<file path="config.mk">
export PLATFORM = sky130hd
export DESIGN_NAME = sar_host_seq
export DESIGN_NICKNAME = d
export VERILOG_FILES = /design/src/rtl/sar_seq_pkg.sv /design/src/rtl/sar_cycle_timer.sv /design/src/rtl/sar_serial_frame.sv /design/src/rtl/sar_result_fmt.sv /design/src/rtl/sar_host_seq.sv
export SDC_FILE = /design/constraint.sdc
export NUM_CORES = 1
export LEC_CHECK = 0
export BUFFER_PORTS_ARGS = -buffer_cell sky130_fd_sc_hd__buf_2
export CAP_MARGIN = 40
export CORE_MARGIN = 10
export CORE_UTILIZATION = 30
export DETAILED_ROUTE_END_ITERATION = 8
export GPL_ROUTABILITY_DRIVEN = 0
export HOLD_SLACK_MARGIN = 0.03
export SETUP_SLACK_MARGIN = 0.05
export SLEW_MARGIN = 40
export SYNTH_ARGS = -nofsm -noshare
export SYNTH_HDL_FRONTEND = slang
export SYNTH_SLANG_ARGS = --single-unit
</file>
<file path="constraint.sdc">
create_clock -name clk -period 2.5 [get_ports clk]
set_clock_uncertainty 0.05 [all_clocks]
set_input_delay 0.125 -clock clk [delete_from_list [all_inputs] [get_ports clk]]
set_output_delay 0.125 -clock clk [all_outputs]
set_load 0.02 [all_outputs]
</file>
<file path="src/rtl/sar_seq_pkg.sv">
`timescale 1ns/1ps
package sar_seq_pkg;

   typedef enum logic [1:0] {
      ST_IDLE     = 2'd0,
      ST_CONVERT  = 2'd1,
      ST_TRANSFER = 2'd2,
      ST_HOLDOFF  = 2'd3
   } seq_state_t;

   function automatic int ceil_div(input int num, input int den);
      return (num + den - 1) / den;
   endfunction

   function automatic int imax(input int a, input int b);
      return (a > b) ? a : b;
   endfunction

endpackage

</file>
<file path="src/rtl/sar_cycle_timer.sv">
`timescale 1ns/1ps
module sar_cycle_timer #(
   parameter int CONV_CYC = 440,
   parameter int CYC_MIN  = 800
) (
   input  logic clk,
   input  logic rst,
   input  logic launch,
   output logic conv_done,
   output logic cycle_done
);
   localparam int CW = $clog2(CYC_MIN + 1);
   localparam logic [CW-1:0] CONV_LAST = CW'(CONV_CYC - 1);
   localparam logic [CW-1:0] CYC_LAST  = CW'(CYC_MIN - 1);

   if (CONV_CYC < 1) begin : g_bad_conv
      $error("sar_cycle_timer: CONV_CYC must be at least 1");
   end
   if (CYC_MIN <= CONV_CYC) begin : g_bad_cyc
      $error("sar_cycle_timer: CYC_MIN must exceed CONV_CYC");
   end

   logic [CW-1:0] cnt;

   // counts cycles since the last strobe launch, parks at the limit
   always_ff @(posedge clk) begin
      if (rst) begin
         cnt <= CYC_LAST;
      end else if (launch) begin
         cnt <= '0;
      end else if (cnt != CYC_LAST) begin
         cnt <= cnt + 1'b1;
      end
   end

   assign conv_done  = (cnt == CONV_LAST);
   assign cycle_done = (cnt == CYC_LAST);

   assert_launch_spacing_R3: assert property (@(posedge clk) disable iff (rst)
      launch |-> cycle_done)
      else $error("launch before minimum cycle time");

   assert_cnt_range_R3: assert property (@(posedge clk) disable iff (rst)
      cnt <= CYC_LAST)
      else $error("cycle counter out of range");

endmodule

</file>
<file path="src/rtl/sar_serial_frame.sv">
`timescale 1ns/1ps
module sar_serial_frame #(
   parameter int W    = 14,
   parameter int HALF = 2
) (
   input  logic         clk,
   input  logic         rst,
   input  logic         go,
   input  logic [W-1:0] tx_word,
   input  logic         sdo,
   output logic         sck,
   output logic         din,
   output logic         done,
   output logic [W-1:0] rx_word
);
   localparam int HW = $clog2(HALF + 1);
   localparam int BW = $clog2(W + 1);
   localparam logic [HW-1:0] HALF_LAST = HW'(HALF - 1);
   localparam logic [BW-1:0] BIT_LAST  = BW'(W - 1);

   if (W < 2) begin : g_bad_w
      $error("sar_serial_frame: W must be at least 2");
   end
   if (HALF < 1) begin : g_bad_half
      $error("sar_serial_frame: HALF must be at least 1");
   end

   logic          active;
   logic [HW-1:0] hc;
   logic [BW-1:0] bitn;
   logic [W-1:0]  tx_sh;
   logic [W-1:0]  rx_sh;

   always_ff @(posedge clk) begin
      if (rst) begin
         active <= 1'b0;
         hc     <= '0;
         bitn   <= '0;
         tx_sh  <= '0;
         rx_sh  <= '0;
         sck    <= 1'b0;
         done   <= 1'b0;
      end else begin
         done <= 1'b0;
         if (go) begin
            active <= 1'b1;
            hc     <= '0;
            bitn   <= '0;
            tx_sh  <= tx_word;
            sck    <= 1'b0;
         end else if (active) begin
            if (hc == HALF_LAST) begin
               hc <= '0;
               if (!sck) begin
                  // rising edge: previous falling edge let the slave settle
                  sck   <= 1'b1;
                  rx_sh <= {rx_sh[W-2:0], sdo};
               end else begin
                  sck <= 1'b0;
                  if (bitn == BIT_LAST) begin
                     active <= 1'b0;
                     done   <= 1'b1;
                     tx_sh  <= '0;
                  end else begin
                     bitn  <= bitn + 1'b1;
                     tx_sh <= {tx_sh[W-2:0], 1'b0};
                  end
               end
            end else begin
               hc <= hc + 1'b1;
            end
         end
      end
   end

   assign din     = tx_sh[W-1];
   assign rx_word = rx_sh;

   assert_sck_in_frame_R4: assert property (@(posedge clk) disable iff (rst)
      sck |-> active)
      else $error("serial clock high outside a frame");

   assert_din_hold_R5: assert property (@(posedge clk) disable iff (rst)
      sck |-> $stable(din))
      else $error("data-in changed while serial clock high");

   assert_done_pulse_R4: assert property (@(posedge clk) disable iff (rst)
      done |=> !done)
      else $error("frame done longer than one cycle");

endmodule

</file>
<file path="src/rtl/sar_result_fmt.sv">
`timescale 1ns/1ps
module sar_result_fmt #(
   parameter int W     = 14,
   parameter int OUT_W = 16
) (
   input  logic             clk,
   input  logic             rst,
   input  logic             load,
   input  logic [W-1:0]     code_in,
   input  logic             bip_in,
   input  logic             ready,
   output logic             valid,
   output logic [W-1:0]     code,
   output logic [OUT_W-1:0] ext,
   output logic             bip
);
   if (OUT_W < W) begin : g_bad_out
      $error("sar_result_fmt: OUT_W must not be below W");
   end

   logic [OUT_W-1:0] ext_d;

   if (OUT_W == W) begin : g_same
      assign ext_d = code_in;
   end else begin : g_ext
      logic fill;
      assign fill  = bip_in & code_in[W-1];
      assign ext_d = {{(OUT_W - W){fill}}, code_in};

      assert_unipolar_zero_R8: assert property (@(posedge clk) disable iff (rst)
         (valid && !bip) |-> (ext[OUT_W-1:W] == '0))
         else $error("unipolar result has nonzero upper bits");
   end

   always_ff @(posedge clk) begin
      if (rst) begin
         valid <= 1'b0;
         code  <= '0;
         ext   <= '0;
         bip   <= 1'b0;
      end else if (load) begin
         valid <= 1'b1;
         code  <= code_in;
         ext   <= ext_d;
         bip   <= bip_in;
      end else if (ready) begin
         valid <= 1'b0;
      end
   end

   assert_hold_R9: assert property (@(posedge clk) disable iff (rst)
      (valid && !ready) |=> (valid && $stable(code) && $stable(ext) && $stable(bip)))
      else $error("held result changed");

   assert_no_overwrite_R9: assert property (@(posedge clk) disable iff (rst)
      load |-> (!valid || ready))
      else $error("result overwritten before acceptance");

endmodule

</file>
<file path="src/rtl/sar_host_seq.sv">
`timescale 1ns/1ps
module sar_host_seq
   import sar_seq_pkg::*;
#(
   parameter int CLK_NS      = 5,
   parameter bit LOW_SUPPLY  = 1'b0,
   parameter int TCONV_HI_NS = 2200,
   parameter int TCONV_LO_NS = 3200,
   parameter int TCYC_NS     = 4000,
   parameter int TACQ_NS     = 1800,
   parameter int SCK_HALF    = 2,
   parameter int WORD_W      = 14,
   parameter int OUT_W       = 16
) (
   input  logic              clk,
   input  logic              rst,
   input  logic              start_req,
   input  logic [WORD_W-1:0] cfg_word,
   input  logic              cfg_bipolar,
   output logic              adc_cnv,
   output logic              adc_sck,
   output logic              adc_din,
   input  logic              adc_sdo,
   output logic              res_valid,
   input  logic              res_ready,
   output logic [WORD_W-1:0] res_code,
   output logic [OUT_W-1:0]  res_ext,
   output logic              res_bipolar
);
   localparam int TCONV_NS = LOW_SUPPLY ? TCONV_LO_NS : TCONV_HI_NS;
   localparam int CONV_CYC = ceil_div(TCONV_NS, CLK_NS);
   localparam int CYC_MIN  = imax(ceil_div(TCYC_NS, CLK_NS),
                                  CONV_CYC + ceil_div(TACQ_NS, CLK_NS));

   if (SCK_HALF * CLK_NS < 10) begin : g_bad_sck
      $error("sar_host_seq: SCK_HALF phases shorter than 10 ns");
   end
   if (CLK_NS < 1) begin : g_bad_clk
      $error("sar_host_seq: CLK_NS must be positive");
   end

   seq_state_t        state;
   logic              pend;
   logic              mode_next;
   logic              mode_cur;
   logic              conv_done;
   logic              cycle_done;
   logic              frame_done;
   logic [WORD_W-1:0] rx_word;
   logic              want;
   logic              slot_free;
   logic              launch;
   logic              go;
   logic              load;

   assign want      = pend | start_req;
   assign slot_free = !res_valid || res_ready;
   assign launch    = ((state == ST_IDLE) || (state == ST_HOLDOFF)) &&
                      cycle_done && want && slot_free;
   assign go        = (state == ST_CONVERT) && conv_done;
   assign load      = (state == ST_TRANSFER) && frame_done;

   sar_cycle_timer #(
      .CONV_CYC (CONV_CYC),
      .CYC_MIN  (CYC_MIN)
   ) u_timer (
      .clk        (clk),
      .rst        (rst),
      .launch     (launch),
      .conv_done  (conv_done),
      .cycle_done (cycle_done)
   );

   sar_serial_frame #(
      .W    (WORD_W),
      .HALF (SCK_HALF)
   ) u_frame (
      .clk     (clk),
      .rst     (rst),
      .go      (go),
      .tx_word (cfg_word),
      .sdo     (adc_sdo),
      .sck     (adc_sck),
      .din     (adc_din),
      .done    (frame_done),
      .rx_word (rx_word)
   );

   sar_result_fmt #(
      .W     (WORD_W),
      .OUT_W (OUT_W)
   ) u_fmt (
      .clk     (clk),
      .rst     (rst),
      .load    (load),
      .code_in (rx_word),
      .bip_in  (mode_cur),
      .ready   (res_ready),
      .valid   (res_valid),
      .code    (res_code),
      .ext     (res_ext),
      .bip     (res_bipolar)
   );

   always_ff @(posedge clk) begin
      if (rst) begin
         state     <= ST_IDLE;
         adc_cnv   <= 1'b0;
         pend      <= 1'b0;
         mode_next <= 1'b0;
         mode_cur  <= 1'b0;
      end else begin
         pend <= launch ? 1'b0 : want;
         case (state)
            ST_IDLE: begin
               if (launch) begin
                  state   <= ST_CONVERT;
                  adc_cnv <= 1'b1;
               end
            end
            ST_CONVERT: begin
               if (go) begin
                  state     <= ST_TRANSFER;
                  adc_cnv   <= 1'b0;
                  // this conversion ran under the word from the previous frame
                  mode_cur  <= mode_next;
                  mode_next <= cfg_bipolar;
               end
            end
            ST_TRANSFER: begin
               if (frame_done) begin
                  state <= ST_HOLDOFF;
               end
            end
            ST_HOLDOFF: begin
               if (launch) begin
                  state   <= ST_CONVERT;
                  adc_cnv <= 1'b1;
               end else if (cycle_done) begin
                  state <= ST_IDLE;
               end
            end
            default: state <= ST_IDLE;
         endcase
      end
   end

   assert_sck_idle_conv_R4: assert property (@(posedge clk) disable iff (rst)
      adc_cnv |-> !adc_sck)
      else $error("serial clock high during conversion");

   assert_cnv_width_R2: assert property (@(posedge clk) disable iff (rst)
      $fell(adc_cnv) |-> $past(conv_done))
      else $error("strobe dropped before conversion time");

   assert_no_launch_full_R9: assert property (@(posedge clk) disable iff (rst)
      $rose(adc_cnv) |-> $past(!res_valid || res_ready))
      else $error("conversion started with result slot full");

   assert_hold_request_R10: assert property (@(posedge clk) disable iff (rst)
      ((state == ST_TRANSFER) && start_req) |=> pend)
      else $error("start request during transfer lost");

endmodule

</file>
After elaboration in Yosys (flattened, before gate mapping)
Index checks and enable logic that the tools add are counted.
W data, S select, Z words.
Storage, ports and cells
  input bits: 20
  register bits: 84
  output and inout bits: 35
  logic and storage cells: 93
Cells by class
  reductions and logical operators: 26
  bitwise operators: 7
  mux-type cells: 26
  add/subtract/negate cells: 3
  equal/unequal tests: 13
Operators by type and width (number)
  $mux W14: 5
  $mux W10: 2
  $mux W2: 6
  $reduce_and A4 Y1: 3
  $reduce_bool A2 Y1: 6
  $mux W1: 11
  $add A10 B1 Y10 const B: 1
  $eq A10 B10 Y1 const B: 1
  $eq A10 B9 Y1 const B: 1
  $ne A10 B10 Y1 const B: 1
  $pmux W2 S4: 1
  $reduce_and A3 Y1: 2
  $reduce_or A2 Y1: 3
  $logic_and A1 B1 Y1: 5
  $not A1 Y1: 5
  $reduce_or A5 Y1: 1
  $add A4 B1 Y4 const B: 1
  $eq A2 B1 Y1 const B: 2
  $eq A2 B2 Y1 const B: 2
  $eq A4 B4 Y1 const B: 1
  $ne A2 B1 Y1 const B: 2
  $ne A2 B2 Y1 const B: 2
  $reduce_and A2 Y1: 2
  $ne A3 B3 Y1 const B: 1
  other kinds (7): 8

Logic depth before layout (Yosys ltp)
Gate-level depths: netlist (run 1).
  depth in word-level cells: 7
  depth in mapped cells: 8
  gate-level depth less buffers: 7

By module
From an unflattened synthesis (run 1), not the netlist that was laid out.
Second synthesis, totals
  cells, all modules: 374
  area, all modules: 3308.2 µm²
By module, submodules not included
  sar_serial_frame: times used 1, cells an instance 187, area each 1576.5 µm², sequential area each 740.7 µm²
  sar_result_fmt: times used 1, cells an instance 72, area each 737.0 µm², sequential area each 340.3 µm²
  sar_cycle_timer: times used 1, cells an instance 70, area each 576.8 µm², sequential area each 200.2 µm²
  sar_host_seq: times used 1, cells an instance 45, area each 417.9 µm², sequential area each 120.1 µm²

Worst setup path after synthesis (run 1)
OpenSTA, ideal clock, no wires.
  path kind: reg2reg
  start point: register state[1]
  end point: register state[0]
  setup slack: 0.572 ns
  arrival: 1.777 ns
  period minus slack after synthesis: 1.928 ns
  setup time: 0.101 ns
  buffers on the path: 0
  stages on the path, launching flop included: 7
  required time: 2.349 ns
  cells stage by stage: dfxtp_1 -> inv_1 -> ha_1 -> nor3_1 -> nand2_1 -> a2111o_1 -> o41ai_1
On the way
  cells in the longest elaborated chain, start to end: 7
  elaborated cells on any way between the ends: 16
  those cells by class: 7 x eq/ne; 2 x mux; 7 x reduce/logical
Ends and longest elaborated chain
  from (decl): line sar_host_seq.sv:42  | seq_state_t state;
  from (signal assigned): line sar_host_seq.sv:107  | state <= ST_IDLE;
  from (signal assigned): line sar_host_seq.sv:117  | state <= ST_CONVERT;
  from (signal assigned): line sar_host_seq.sv:123  | state <= ST_TRANSFER;
  $eq A2 B2 Y1 / $logic_not A2 Y1 (equally long branches): line sar_host_seq.sv:58, sar_host_seq.sv:114
  $logic_or A1 B1 Y1: line sar_host_seq.sv:58  | assign launch = ((state == ST_IDLE) || (state == ST_HOLDOFF)) &&
  $logic_and A1 B1 Y1: line sar_host_seq.sv:58
  $logic_and A1 B1 Y1 (2 in a row): line sar_host_seq.sv:59  | cycle_done && want && slot_free;
  $ne A3 B3 Y1 (no line) (tied with other cells)
  $reduce_and A4 Y1 (no line) / $pmux W2 S4 (equally long branches)
Several ways; a longest one is shown, not always the timed one.
A chain may end at the register's enable or synchronous reset.

Final worst setup path (run 1)
Same ends and word-level chain as after synthesis.

==> flow_summary.json, run 1 <==
{
  "status": "finished clean",
  "cp_data_arrival_time_ps": 2250,
  "ant_nets": 0,
  "max_stage_delay_ps": 430,
  "power_density_mw_per_mm2": 803,
  "viasPerCell": 4.70,
  "dpl_cell_area_mm2": 0.00330,
  "synth_top_flop_cell": "dfxtp_1",
  "ys_async_sr_fraction_pct": 0,
  "clk-insertion-delay-late_ps": 340,
  "drc_errors": 0,
  "fp.dieH_um": 120,
  "setup_viol": 0,
  "rsz0062_at_grt": "no",
  "clock-sinks": 70,
  "worst-setup-path-type": "flop to flop",
  "path_max_fanout": 6,
  "ys_warn_count": 0,
  "cts_resized": 0,
  "dp_hpwl_um": 4580,
  "worst_slew_pin_slew_ps": 671,
  "hold_path.class": "primary input to flop",
  "final_common_cell": "nand2_1",
  "final_nets": 444,
  "crit_path_end_kind": "flop",
  "ir_drop_mv": 0.311,
  "start_util_pct": 30.9,
  "grt-ovfl-total": 0,
  "finalInstanceArea_mm2": 0.00366,
  "dr_wl_met3_um": 464,
  "r2r_slack_ps": 430,
  "portBuffers": 54,
  "cts_made_buffers": 9,
  "htreeDepth": 3,
  "n_antenna_cell": 0,
  "synthToLayoutAreaGrowth_pct": 21.3,
  "cap_viol_max_count": 0,
  "antenna_found_initial": 0,
  "relSlewSlack_pct": 55.2,
  "synth-seq-area-share_pct": 46.4,
  "avgSynthCellArea_um2": 8.23,
  "drt-initial-drc-count": 81,
  "fin_hold_ws_ps": 43.6,
  "vias": 2604,
  "dr.pass1.iters": 4,
  "fin_crit_ps": 2070,
  "synthCells": 367,
  "grt_pass1_vias": 2583,
  "die_w_um": 120,
  "ys_ff_latch": 70,
  "p_leak_nw": 1.43,
  "pin_count": 55,
  "clk_pin_slew_ps": 80,
  "grtUsageTotal_pct": 9.56,
  "fin_crit_sh_pct": 82.9,
  "finalMaxSlewViolations": 0,
  "yosysUniqueCellTypes": 40,
  "num_rows": 36,
  "highest_layer": "met4",
  "clock_path_buffers": 2,
  "max_freq_ghz": 0.483,
  "path_cells": "inv_1, ha_1, nor3_1, buf_4, nand2_1, a2111o_1, o41ai_1",
  "power_mw": 2.94,
  "critPathLaunchType": "flop",
  "clockRootBuffer": "clkbuf_8",
  "synth_nets": 395,
  "netlist_area_mm2": 0.00302,
  "grt_start_max_net_pins": 56,
  "route.met2.wl_um": 3250,
  "coreArea_mm2": 0.00977,
  "final_core_util_pct": 37.5,
  "grt_pass1_wl_um": 11700,
  "cts_tree": "done",
  "postRouteWirelength_um": 6790,
  "synth_edf_count": 0,
  "timing.final.hold_violations": 0,
  "wl_per_cell_um": 12.3,
  "tns_ps": 0,
  "drive_above_1_share_pct": 19.0,
  "die_area_mm2": 0.0145,
  "slowest_stage": "dfxtp_1",
  "routedLengthMet1_um": 3000,
  "layout_common_cells": "nand2_1, dfxtp_1, buf_2",
  "cp.required_ps": 2680
}
==> worst paths after layout <==
| check | startpoint | cells after the start | to |
|---|---|---|---|
| worst max-delay path | state[1] | 7 | state[0] |
| worst min-delay path | start_req | 3 | pend |
| worst max register to register | state[1] | 7 | state[0] |
| worst min register to register | u_frame.rx_word[0] | 2 | u_frame.rx_word[1] |
==> through the flow <==
| stage | worst slack (ps) | std cells |
|---|---|---|
| after detailed placement | 451 | 525 |
| after floorplan | 572 | 367 |
| after global placement | 559 | 525 |
| after CTS | 430 | 554 |
| after global routing | 206 | 554 |
| final | 428 | 554 |
==> layout make-up <==
cell class / instances / area (µm²)
fill: 1034 / 6110
sequential: 70 / 1400
multi-input combinational: 255 / 1400
timing repair buffer: 72 / 438
tap: 133 / 166
clock buffer: 9 / 124
clock inverter: 7 / 104
inverter: 8 / 30.0
==> synth_stat cells, types with 2 or more instances <==
| library cell | instances | area [µm²] |
|---|---|---|
| buf_1 | 2 | 7.51 |
| a311oi_1 | 13 | 114 |
| ha_1 | 8 | 100 |
| a211oi_1 | 4 | 30.0 |
| nand3_1 | 19 | 95.1 |
| clkbuf_1 | 14 | 52.6 |
| xnor2_1 | 3 | 26.3 |
| and3_1 | 2 | 12.5 |
| nor3_1 | 6 | 30.0 |
| and2_1 | 4 | 25.0 |
| o21ai_0 | 8 | 40.0 |
| a31oi_1 | 3 | 18.8 |
| a21oi_1 | 37 | 185 |
| dfxtp_1 | 70 | 1400 |
| nor2_1 | 30 | 113 |
| xor2_1 | 6 | 52.6 |
| nand2_1 | 87 | 327 |
| inv_1 | 7 | 26.3 |
| buf_2 | 2 | 10.0 |
| buf_4 | 16 | 120 |
| mux2i_1 | 3 | 30.0 |
| nand4_1 | 5 | 31.3 |
==> logic make-up after synthesis <==
logic type,synth area share [%]
flops,46.4
mux,0.995
compound gates,14.8
simple gates,24.5
xor+xnor,2.61
buf+inv,7.29
fa+ha+maj,3.32
==> layer usage <==
layer  vias up  GRT usage, %
met1      1192          10.6
met4         0          3.09
met5         -             0
li1       1341             -
met2        65          16.4
met3         6          3.86
==> where the power goes <==
part | internal (mW) | leakage, nW | switching [mW]
sequential | 1.20 | 0.566 | 0.0896
clock | 0.574 | 0.114 | 0.453
combinational | 0.273 | 0.755 | 0.355
total | 2.04 | 1.43 | 0.898
==> registers in the layout (all words and copies together) (netlist names), 2 cells and up <==
register and flops:
state 2, u_fmt.ext 15, u_frame.rx_word 14, u_frame.bitn 4
u_timer.cnt 10, u_frame.hc 2, u_frame.tx_sh 14
==> worst max-delay path, delay by kind of cell, from the launching register on <==
kind	cells	cell delay, ps
fa+ha+maj	1	320
compound gates	2	450
flops	1	430
simple gates	2	410
buf+inv	2	300
==> what timing repair did <==
action | 4_1_cts | 5_1_grt
hold buffers | 13 | 0
setup buffers | 0 | 0
hold endpoints to repair | 13 | 0
Note: power is estimated with default switching activity, not from simulation.
==> inputs of run 2 (changes only) <==
Settings changed: ABC_AREA from default to 1.
Clock period 2.5 ns to 1.7 ns, I/O delays scaled along.
==> run 2 against run 1 <==
Net effect: combinational power increased by 74%; global-route usage increased by 0.094 points; sequential share of layout area decreased by 4.4 points; non-clock buffer count increased by 17; sequential cell count unchanged; largest cell class is now multi-input gates; critical path type unchanged; cell count increased by 16%; setup slack got worse by 340 ps; clock power increased by 61%; die area increased by 5.7%; largest power group unchanged; synthesized cell count increased by 18%.
==> flow_summary.json, run 2 <==
{
  "ys_async_sr_fraction_pct": 0,
  "grt_pass1_vias": 2626,
  "crit_path_end_kind": "flop",
  "max_freq_ghz": 0.618,
  "synth_edf_count": 0,
  "routedLengthMet1_um": 3640,
  "pre_cts_ws_ps": 3.57,
  "ys_top_cells_by_area": "dfxtp_1, nor2_1, nand2_1, o21ai_0, nand3_1",
  "viasPerCell": 4.41,
  "path_max_fanout": 7,
  "grt-ovfl-total": 0,
  "drt-initial-drc-count": 167,
  "regMostFlops": "u_fmt.ext",
  "hp-start": "cfg_word[6]",
  "cp-startpoint": "u_timer.cnt[0]",
  "drive_above_1_share_pct": 30.5,
  "fp.dieH_um": 124,
  "synth_nets": 460,
  "avgSynthCellArea_um2": 7.47,
  "power_mw": 4.63,
  "grt_pass1_wl_um": 12100,
  "finalInstanceArea_mm2": 0.00418,
  "grtUsageTotal_pct": 9.65,
  "placed_cells": 605,
  "ant_nets": 0,
  "dp_hpwl_um": 5140,
  "start_util_pct": 31.0,
  "vias": 2843,
  "worst_slew_pin_slew_ps": 612,
  "yosysTopAreaCellShare_pct": 43.4,
  "wl_per_cell_um": 11.8,
  "fin_crit_ps": 1620,
  "post-synth-top-count-cell": "nor2_1",
  "synth_fa_ha_area_share_pct": 3.10,
  "finalMaxSlewViolations": 0,
  "die_area_mm2": 0.0153,
  "cap_viol_max_count": 0,
  "fin_crit_sh_pct": 95.1,
  "synth_top_flop_cell": "dfxtp_1",
  "synthXorXnorAreaFrac_pct": 1.36,
  "clockRootBuffer": "clkbuf_8",
  "final_cells": 644,
  "route.met2.wl_um": 3410,
  "reg2reg_from": "u_timer.cnt[0]",
  "switching_power_mw": 1.41,
  "combPwrFrac_pct": 23.5,
  "relSlewSlack_pct": 59.0,
  "htreeDepth": 3,
  "ys_ff_latch": 70,
  "yosysUniqueCellTypes": 36,
  "clk_pin_slew_ps": 80,
  "ys_top_cells_by_count": "nor2_1, nand2_1, dfxtp_1",
  "timing.final.hold_violations": 0,
  "largest_reg_flops": 15,
  "coreArea_mm2": 0.0104,
  "worst-setup-path-type": "flop to flop",
  "synth_top_area_cell": "dfxtp_1",
  "cp.required_ps": 1930,
  "dr_wl_met3_um": 437,
  "rsz0062_at_grt": "yes",
  "p_clk_share_pct": 35.8,
  "highest_layer": "met4",
  "tns_ps": 0,
  "status": "finished clean",
  "grt_start_max_net_pins": 24,
  "synthCells": 432,
  "final_nets": 531,
  "synth_mux_area_share_pct": 0,
  "portBuffers": 54,
  "pin_count": 55,
  "synth-seq-area-share_pct": 43.4,
  "setup_ws_ps": 83.1,
  "netSwitchingFraction_pct": 30.4,
  "ir_drop_mv": 0.458,
  "power_density_mw_per_mm2": 1110,
  "clk-insertion-delay-late_ps": 350,
  "pwr-share-seq_pct": 40.7,
  "antenna_found_initial": 0,
  "die_w_um": 124,
  "netlist_area_mm2": 0.00323,
  "dr.pass1.iters": 6,
  "setup_viol": 0,
  "hold_path.class": "primary input to flop",
  "clock-sinks": 70,
  "synthToLayoutAreaGrowth_pct": 29.6,
  "synth_simple_gate_area_share_pct": 30.4,
  "num_rows": 37,
  "final_common_cell": "nor2_1",
  "p_leak_nw": 1.83,
  "ys_warn_count": 0,
  "cp_data_arrival_time_ps": 1850,
  "n_antenna_cell": 0,
  "dpl_cell_area_mm2": 0.00358,
  "critPathLaunchType": "flop",
  "layout_common_cells": "nor2_1, nand2_1, dfxtp_1",
  "clock_path_buffers": 2,
  "synth_compound_area_share_pct": 12.0,
  "synth_top_family_by_area": "simple AND/OR/NAND/NOR gates",
  "postRouteWirelength_um": 7600,
  "internal-power_mw": 3.22,
  "cts_made_buffers": 9,
  "cts_tree": "done",
  "drc_errors": 0
}
==> run 2: what timing repair did <==
action | in CTS | in global routing
hold endpoints to repair | 14 | 0
pin swaps | 1 | 13
cloned | 0 | 3
gates resized for setup | 0 | 41
endpoints found under the setup margin | 1 | 51
hold buffers | 14 | 0
setup buffers | 2 | 4
==> run 2: metal layers <==
metal	vias to the layer above	track usage, %
li1	1507	-
met1	1278	12.0
met2	50	14.8
met3	8	2.99
met4	0	4.66
met5	-	0
==> run 2: path summary, 6_finish.rpt <==
kind / endpoint / slack (ps) / cells after the start
worst min register to register: u_fmt.bip / 420 / 2
worst max-delay path: u_frame.tx_sh[0] / 80 / 9
worst max register to register: u_frame.tx_sh[0] / 80 / 9
worst min-delay path: u_frame.tx_sh[6] / 40 / 5
==> run 2: power by group through the flow <==
stage | Clock [mW] | Sequential [mW] | Combinational (mW)
4_1_cts | 1.69 | 1.85 | 0.946
5_1_grt | 1.76 | 1.90 | 1.24
2_1_floorplan | 0 | 1.88 | 0.654
3_3_place_gp | 0 | 1.88 | 0.872
6_report | 1.66 | 1.88 | 1.09
3_5_place_dp | 0 | 1.89 | 0.884
==> run 2: cells by family (layout without fill, tap and decap cells) <==
group,after synthesis,in the layout
DFF,70,70
AOI/OAI and AO/OA,66,66
adders and majority gates,8,8
buffers and inverters,57,133
and+or+nand+nor,226,226
xor gates and xnor gates,5,5
==> run 2: area by class of cell <==
cell class	count	area, µm²
fill	1060	6240
tap	136	170
sequential	70	1420
inverter	27	113
multi-input combinational	305	1590
clock inverter	7	120
clock buffer	9	124
timing repair buffer	89	632
timing repair inverter	1	11.3
==> run 2: critical path: stages (launching register included) <==
cell	delay [ps]
dfxtp_4	370
ha_4	160
nand2_4	80
inv_4	50
nand3_4	110
nor2_8	70
a21oi_4	270
clkbuf_16	230
nand2_4	40
a21oi_2	110
==> run 2: per-stage QoR <==
stage	util (%)	hold slack, ps
6_report	40.1	37.1
5_1_grt	40.1	37.0
4_1_cts	38.2	32.7
3_5_place_dp	34.4	296
3_3_place_gp	34.4	291
2_1_floorplan	-	181
